--- src/rtl/mdec_pkg.sv ---
package mdec_pkg;
  localparam int INSTR_W = 32;
  localparam int REG_W   = 5;
  localparam int OPC_W   = 6;
  localparam int FN_W    = 6;
  localparam int ALU_W   = 4;

  typedef enum logic [ALU_W-1:0] {
    ALU_ADD = 4'd0, ALU_SUB = 4'd1, ALU_AND = 4'd2, ALU_OR  = 4'd3,
    ALU_XOR = 4'd4, ALU_NOR = 4'd5, ALU_SLT = 4'd6, ALU_SLTU = 4'd7,
    ALU_SLL = 4'd8, ALU_SRL = 4'd9, ALU_SRA = 4'd10, ALU_PASSB = 4'd11
  } alu_op_e;

  typedef enum logic [1:0] {EXT_SIGN = 2'd0, EXT_ZERO = 2'd1, EXT_UPPER = 2'd2} ext_mode_e;
  typedef enum logic {OPB_REG = 1'b0, OPB_IMM = 1'b1} opb_sel_e;
  typedef enum logic {SHAMT_FIELD = 1'b0, SHAMT_RS = 1'b1} shift_src_e;

  typedef struct packed {
    logic       writes;
    alu_op_e    op;
    shift_src_e sh;
    ext_mode_e  ext;
    opb_sel_e   opb;
    logic       dest_rd;
  } alu_ctl_t;

  typedef struct packed {
    logic jump;
    logic branch;
    logic load;
    logic store;
  } class_t;

  localparam alu_ctl_t CTL_NONE = '{writes: 1'b0, op: ALU_ADD, sh: SHAMT_FIELD,
                                     ext: EXT_SIGN, opb: OPB_REG, dest_rd: 1'b0};

  localparam logic [OPC_W-1:0] OPC_SPECIAL = 6'h00, OPC_REGIMM = 6'h01,
    OPC_J = 6'h02, OPC_JAL = 6'h03, OPC_BEQ = 6'h04, OPC_BNE = 6'h05,
    OPC_BLEZ = 6'h06, OPC_BGTZ = 6'h07, OPC_ADDIU = 6'h09, OPC_SLTI = 6'h0A,
    OPC_SLTIU = 6'h0B, OPC_ANDI = 6'h0C, OPC_ORI = 6'h0D, OPC_XORI = 6'h0E,
    OPC_LUI = 6'h0F, OPC_LB = 6'h20, OPC_LW = 6'h23, OPC_LBU = 6'h24,
    OPC_SB = 6'h28, OPC_SW = 6'h2B;

  localparam logic [FN_W-1:0] FN_SLL = 6'h00, FN_SRL = 6'h02, FN_SRA = 6'h03,
    FN_SLLV = 6'h04, FN_SRLV = 6'h06, FN_SRAV = 6'h07, FN_JR = 6'h08,
    FN_JALR = 6'h09, FN_ADDU = 6'h21, FN_SUBU = 6'h23, FN_AND = 6'h24,
    FN_OR = 6'h25, FN_XOR = 6'h26, FN_NOR = 6'h27, FN_SLT = 6'h2A, FN_SLTU = 6'h2B;

  localparam logic [REG_W-1:0] RI_BLTZ = 5'd0, RI_BGEZ = 5'd1;
endpackage

--- src/rtl/mdec_special.sv ---
module mdec_special
  import mdec_pkg::*;
(
  input  logic [FN_W-1:0] fn_i,
  output alu_ctl_t        ctl_o
);
  function automatic alu_ctl_t rform(input alu_op_e op, input shift_src_e sh);
    alu_ctl_t c;
    c         = CTL_NONE;
    c.writes  = 1'b1;
    c.op      = op;
    c.sh      = sh;
    c.opb     = OPB_REG;
    c.dest_rd = 1'b1;
    return c;
  endfunction

  always_comb begin
    unique case (fn_i)
      FN_ADDU: ctl_o = rform(ALU_ADD,  SHAMT_FIELD);
      FN_SUBU: ctl_o = rform(ALU_SUB,  SHAMT_FIELD);
      FN_AND:  ctl_o = rform(ALU_AND,  SHAMT_FIELD);
      FN_OR:   ctl_o = rform(ALU_OR,   SHAMT_FIELD);
      FN_XOR:  ctl_o = rform(ALU_XOR,  SHAMT_FIELD);
      FN_NOR:  ctl_o = rform(ALU_NOR,  SHAMT_FIELD);
      FN_SLT:  ctl_o = rform(ALU_SLT,  SHAMT_FIELD);
      FN_SLTU: ctl_o = rform(ALU_SLTU, SHAMT_FIELD);
      FN_SLL:  ctl_o = rform(ALU_SLL,  SHAMT_FIELD);
      FN_SRL:  ctl_o = rform(ALU_SRL,  SHAMT_FIELD);
      FN_SRA:  ctl_o = rform(ALU_SRA,  SHAMT_FIELD);
      FN_SLLV: ctl_o = rform(ALU_SLL,  SHAMT_RS);
      FN_SRLV: ctl_o = rform(ALU_SRL,  SHAMT_RS);
      FN_SRAV: ctl_o = rform(ALU_SRA,  SHAMT_RS);
      default: ctl_o = CTL_NONE;
    endcase
  end
endmodule

--- src/rtl/mdec_immed.sv ---
module mdec_immed
  import mdec_pkg::*;
(
  input  logic [OPC_W-1:0] opc_i,
  output alu_ctl_t         ctl_o
);
  function automatic alu_ctl_t iform(input alu_op_e op, input ext_mode_e ext);
    alu_ctl_t c;
    c        = CTL_NONE;
    c.writes = 1'b1;
    c.op     = op;
    c.ext    = ext;
    c.opb    = OPB_IMM;
    return c;
  endfunction

  function automatic alu_ctl_t addr_form();
    alu_ctl_t c;
    c     = CTL_NONE;
    c.opb = OPB_IMM;
    return c;
  endfunction

  always_comb begin
    unique case (opc_i)
      OPC_ADDIU: ctl_o = iform(ALU_ADD,   EXT_SIGN);
      OPC_SLTI:  ctl_o = iform(ALU_SLT,   EXT_SIGN);
      OPC_SLTIU: ctl_o = iform(ALU_SLTU,  EXT_SIGN);
      OPC_ANDI:  ctl_o = iform(ALU_AND,   EXT_ZERO);
      OPC_ORI:   ctl_o = iform(ALU_OR,    EXT_ZERO);
      OPC_XORI:  ctl_o = iform(ALU_XOR,   EXT_ZERO);
      OPC_LUI:   ctl_o = iform(ALU_PASSB, EXT_UPPER);
      OPC_LB, OPC_LW, OPC_LBU, OPC_SB, OPC_SW: ctl_o = addr_form();
      default:   ctl_o = CTL_NONE;
    endcase
  end
endmodule

--- src/rtl/mdec_class.sv ---
module mdec_class
  import mdec_pkg::*;
(
  input  logic [OPC_W-1:0] opc_i,
  input  logic [FN_W-1:0]  fn_i,
  input  logic [REG_W-1:0] rt_i,
  output class_t           cls_o
);
  logic special, regimm;

  always_comb begin
    special = (opc_i == OPC_SPECIAL);
    regimm  = (opc_i == OPC_REGIMM);
    cls_o.jump   = (opc_i == OPC_J) || (opc_i == OPC_JAL) ||
                   (special && ((fn_i == FN_JR) || (fn_i == FN_JALR)));
    cls_o.branch = (opc_i == OPC_BEQ) || (opc_i == OPC_BNE) ||
                   (opc_i == OPC_BLEZ) || (opc_i == OPC_BGTZ) ||
                   (regimm && ((rt_i == RI_BLTZ) || (rt_i == RI_BGEZ)));
    cls_o.load   = (opc_i == OPC_LB) || (opc_i == OPC_LW) || (opc_i == OPC_LBU);
    cls_o.store  = (opc_i == OPC_SB) || (opc_i == OPC_SW);
  end
endmodule

--- src/rtl/mips_subset_decoder.sv ---
module mips_subset_decoder
  import mdec_pkg::*;
(
  input  logic [INSTR_W-1:0] instr_i,
  output logic [ALU_W-1:0]   alu_op_o,
  output logic               shift_src_o,
  output logic [1:0]         ext_mode_o,
  output logic               opb_sel_o,
  output logic [REG_W-1:0]   dest_idx_o,
  output logic               reg_we_o,
  output logic               is_jump_o,
  output logic               is_branch_o,
  output logic               is_load_o,
  output logic               is_store_o
);
  localparam int OPC_LSB = INSTR_W - OPC_W;
  localparam int RT_LSB  = 16;
  localparam int RD_LSB  = 11;

  logic [OPC_W-1:0] opc;
  logic [FN_W-1:0]  fn;
  logic [REG_W-1:0] rt, rd, dest;
  logic [9:0]       unused_bits;
  alu_ctl_t         sp_ctl, im_ctl, ctl;
  class_t           cls;

  assign opc         = instr_i[INSTR_W-1:OPC_LSB];
  assign fn          = instr_i[FN_W-1:0];
  assign rt          = instr_i[RT_LSB+REG_W-1:RT_LSB];
  assign rd          = instr_i[RD_LSB+REG_W-1:RD_LSB];
  assign unused_bits = {instr_i[25:21], instr_i[10:6]};

  mdec_special u_special (.fn_i(fn), .ctl_o(sp_ctl));
  mdec_immed   u_immed   (.opc_i(opc), .ctl_o(im_ctl));
  mdec_class   u_class   (.opc_i(opc), .fn_i(fn), .rt_i(rt), .cls_o(cls));

  always_comb begin
    ctl  = (opc == OPC_SPECIAL) ? sp_ctl : im_ctl;
    dest = '0;
    if (ctl.writes) dest = ctl.dest_rd ? rd : rt;
  end

  assign alu_op_o    = ctl.op;
  assign shift_src_o = ctl.sh;
  assign ext_mode_o  = ctl.ext;
  assign opb_sel_o   = ctl.opb;
  assign dest_idx_o  = dest;
  assign reg_we_o    = ctl.writes && (dest != '0);
  assign is_jump_o   = cls.jump;
  assign is_branch_o = cls.branch;
  assign is_load_o   = cls.load;
  assign is_store_o  = cls.store;
endmodule

--- config.mk ---
export PLATFORM = sky130hd
export DESIGN_NAME = mips_subset_decoder
export DESIGN_NICKNAME = d
export VERILOG_FILES = /design/src/rtl/mdec_pkg.sv /design/src/rtl/mdec_special.sv /design/src/rtl/mdec_immed.sv /design/src/rtl/mdec_class.sv /design/src/rtl/mips_subset_decoder.sv
export SDC_FILE = /design/constraint.sdc
export NUM_CORES = 1
export LEC_CHECK = 0
export BUFFER_PORTS_ARGS = -buffer_cell sky130_fd_sc_hd__buf_2
export CAP_MARGIN = 30
export CORE_AREA = 2 2 39 41
export DETAILED_ROUTE_END_ITERATION = 8
export DIE_AREA = 0 0 41 43
export MAX_ROUTING_LAYER = met4
export PLACE_DENSITY = 0.82
export RECOVER_POWER = 100
export SYNTH_ARGS = -nofsm -noshare
export SYNTH_HDL_FRONTEND = slang
export SYNTH_SLANG_ARGS = --single-unit
--- constraint.sdc ---
create_clock -name vclk -period 5.1
set_input_delay 1.02 -clock vclk [all_inputs]
set_output_delay 1.02 -clock vclk [all_outputs]
set_load 0.005 [all_outputs]
---- Word-level counts from Yosys, hierarchy flattened ----
Memories as Yosys holds them, arrays and structs flattened.
Index checks and enable logic that the tools add are counted.
storage, ports and cells
  register bits ........................... 0
  memory bits (read-only) ................. 448
  input port bits ......................... 32
  output and inout port bits .............. 18
  logic and storage cells ................. 45
  memories kept ........................... 1
memories
  memory            depth  width  rd ports  clocked after memory_dff  write ports  RTL line            RTL
  (name not given)  64     7      1         0                         0            mdec_special.sv:19  unique case (fn_i)
cells by class
  eq/ne operators ......................... 22
  muxes and demuxes ....................... 4
  reduce and logical (&&, ||, !) cells .... 18
operator list
  cell                count
  $pmux 10 s8         1
  $eq 6x4->1 const B  9
  $eq 6x6->1 const B  5
  $eq 6x3->1 const B  4
  $eq 6x2->1 const B  2
  $logic_or 1x1->1    11
  $mux 10             1
  $mux 5              2
  $eq 6x1->1 const B  1
  $logic_not 6->1     1
  $eq 5x1->1 const B  1
  $logic_not 5->1     1
  $reduce_bool 5->1   1
  $reduce_or 5->1     1
  $logic_and 1x1->1   3

---- Longest topological paths before layout ----
  depth after elaboration ................. 8
  gate-level depth with buffers ........... 5
  mapped depth without buffers ............ 4

---- Cells and area by module ----
A second synthesis with hierarchy kept.
unflattened totals
  cell total of the unflattened synthesis .. 127
  area total of the unflattened synthesis .. 825.8 um^2
by module, submodules not included
  module               times used  cells each  area an instance (um^2)
  mips_subset_decoder  1           60          405.4
  mdec_special         1           28          192.7
  mdec_immed           1           22          123.9
  mdec_class           1           17          103.8

---- Worst setup path before layout ----
OpenSTA, ideal clock, no wires.
  kind .................................... input-to-output
  start point ............................. in instr_i[26]
  end point ............................... out reg_we_o
  data arrival time ....................... 2.161 ns
  path slack .............................. 1.919 ns
  cell stages on the path ................. 5
  buffers on the path ..................... 1
  path through ............................ buf_6 -> or4_4 -> nor2_4 -> o2111a_4 -> a22o_2
between the ends
  cells in the longest elaborated chain, start to end .. 7
  elaborated cells between the ends (all ways) .. 20
  those cells by class .................... eq/ne: 12; mux: 4; reduce/logical: 4
RTL lines
  what                 RTL line                   RTL
  start, declared      mips_subset_decoder.sv:4   input logic [INSTR_W-1:0] instr_i,
  $eq 6x6->1           mdec_immed.sv:25           unique case (opc_i)
  $reduce_or 5->1      mdec_immed.sv:25
  $pmux 10 s8          mdec_immed.sv:25
  $mux 10 *            mips_subset_decoder.sv:38  ctl = (opc == OPC_SPECIAL) ? sp_ctl : im_ctl;
  $mux 5               mips_subset_decoder.sv:40  if (ctl.writes) dest = ctl.dest_rd ? rd : rt;
  $reduce_bool 5->1    mips_subset_decoder.sv:48  assign reg_we_o = ctl.writes && (dest != '0);
  $logic_and 1x1->1 *  mips_subset_decoder.sv:48
  end, declared        mips_subset_decoder.sv:10  output logic reg_we_o,
Every way passes the cells marked *; elsewhere a longest branch is shown, timed or not.

---- Worst setup path after layout ----
  start point ............................. in instr_i[27]
  end point ............................... out reg_we_o
Same word-level chain as after synthesis.

==> impl_metrics.toml <==
[run_status]
outcome = "finished clean"

[power_and_ir_drop]
p_leak_nw = 0.280
p_per_area_mw_per_mm2 = 63.0
total_power_mw = 0.0407
peakVddDrop_v = 0.0000255

[critical_path]
end_kind = "output port"
cp-start-kind = "input port"
required_ps = 4080
arrival_ps = 2580
cp_max_fo = 8
worst-setup-path-type = "in2out"

[route]
dr.pass1.iters = 4
ant_nets = 0
drc = 0
wl_per_cell_um = 11.9
viasPerCell = 5.66
num_vias = 719
drt_iter0_markers = 15
routed_wl_um = 1510

[global_route]
overflow = 0
grt_usage_pct = 16.3
grt_max_degree = 13
antenna_found_initial = 0
grt_pass1_vias = 536
grt_first_pass_wirelength_um = 2130

[cells_and_area]
area_growth_pct = 34.0
layout-drive-gt1-share_pct = 27.9
seq_cell_count = 0
diodes = 0
fin_cells = 127
seqCellArea_um2 = 0
clockBufferCount = 0
nNetsFinal = 145

[die]
die_area_mm2 = 0.00176
start_util_pct = 34.8
die_y_um = 43
dieWidth_um = 41
core_mm2 = 0.00138
row_count = 14
pin_count = 50

[synth]
synth_cells = 76
syn_area_um2 = 482
syn_avg_cell_area_um2 = 6.34
ys_warn_count = 0
syn_nets = 108
yosysSeqAreaShare_pct = 0
synth_cell_types = 34

[sta]
slew_headroom_pct = 56.1
fin_crit_ps = 3600
finalSetupViolations = 0
finalMaxSlewViolations = 0
hold_violations = 0
timing.hold.ws_ps = 2300
fin_crit_sh_pct = 70.7
rsz0062_at_grt = "false"
tightest_slew_ps = 654
fmaxAchievable_ghz = 0.277
finalSetupTns_ps = 0
setup_ws_ps = 1500

[placement]
post-place-cells = 127
place_congestion = 0.884
pre_cts_ws_ps = 1620
numPortBuffers = 40
hpwl_um = 1220

[job]
cap_viol_max_count = 0

[clock_network]
cts-resized-gates = 0
holdBufCountCts = 0
cts_setup_buffers = 0

[hold_path]
hp-class = "in2out"
==> cells in the final DEF (no fill, tap or decap), types with 2 or more instances in the layout <==
cell type,Yosys,final
a21oi_1,4,4
a22o_1,6,6
a31oi_1,3,3
buf_2,1,24
clkbuf_1,3,14
clkbuf_2,0,2
inv_1,5,5
mux2i_1,2,2
nand2_1,5,5
nand2b_1,3,3
nor2_1,8,9
nor3_1,9,9
nor4_1,2,2
o21ai_0,3,3
or2_2,2,2
==> power by group <==
part,internal [mW],switching (mW)
logic,0.0170,0.0236
registers,0,0
clock network,0,0
total,0.0170,0.0236
==> layout make-up <==
| type | count | area (um^2) |
|---|---|---|
| repair buffers | 40 | 183 |
| well taps | 16 | 20.0 |
| fillers | 153 | 738 |
| inverters | 5 | 18.8 |
| multi-input cells | 66 | 424 |
==> synthesized netlist by cell type, types with 2 or more instances <==
cell type | n | share of area [%]
nor2_1 | 8 | 6.2
inv_1 | 5 | 3.9
nor3_1 | 9 | 9.3
clkbuf_1 | 3 | 2.3
or2_2 | 2 | 2.6
nand2_1 | 5 | 3.9
mux2i_1 | 2 | 4.2
nor4_1 | 2 | 2.6
a21oi_1 | 4 | 4.2
nand2b_1 | 3 | 3.9
a22o_1 | 6 | 11
o21ai_0 | 3 | 3.1
a31oi_1 | 3 | 3.9
==> stage by stage <==
stage / cell area (um^2) / util, %
after floorplan: 482 / -
after global placement: 674 / 48.7
after detailed placement: 674 / 48.7
after CTS: 674 / 48.7
after global routing: 646 / 46.7
final: 646 / 46.7
==> critical path, cell delays in order <==
cell and delay, ps:
clkbuf_1 160, or4_1 570, nor2_1 270, o2111a_4 310
a22o_2 140, buf_2 100
==> routing by layer <==
layer,track usage [%],wire [um],vias up
li1,-,-,360
met1,22.5,675,333
met2,27.5,728,26
met3,0,105,0
met4,0,0,0
met5,-,0,-
==> path summary, 6_finish.rpt <==
kind	cells after the start	startpoint	to
worst max-delay path	6	instr_i[27]	reg_we_o
worst min-delay path	3	instr_i[30]	opb_sel_o
==> kinds of logic (layout without fill, tap and decap cells) <==
| group | count (synthesis) | in the layout | share of synthesized area, % |
|---|---|---|---|
| multiplexers | 2 | 2 | 4.16 |
| AO/OA/AOI/OAI | 26 | 26 | 42.6 |
| buffers and inverters | 10 | 45 | 9.61 |
| XOR/XNOR | 1 | 1 | 1.82 |
| AND/OR/NAND/NOR | 37 | 37 | 41.8 |
Power figures use the tool's default switching activity.
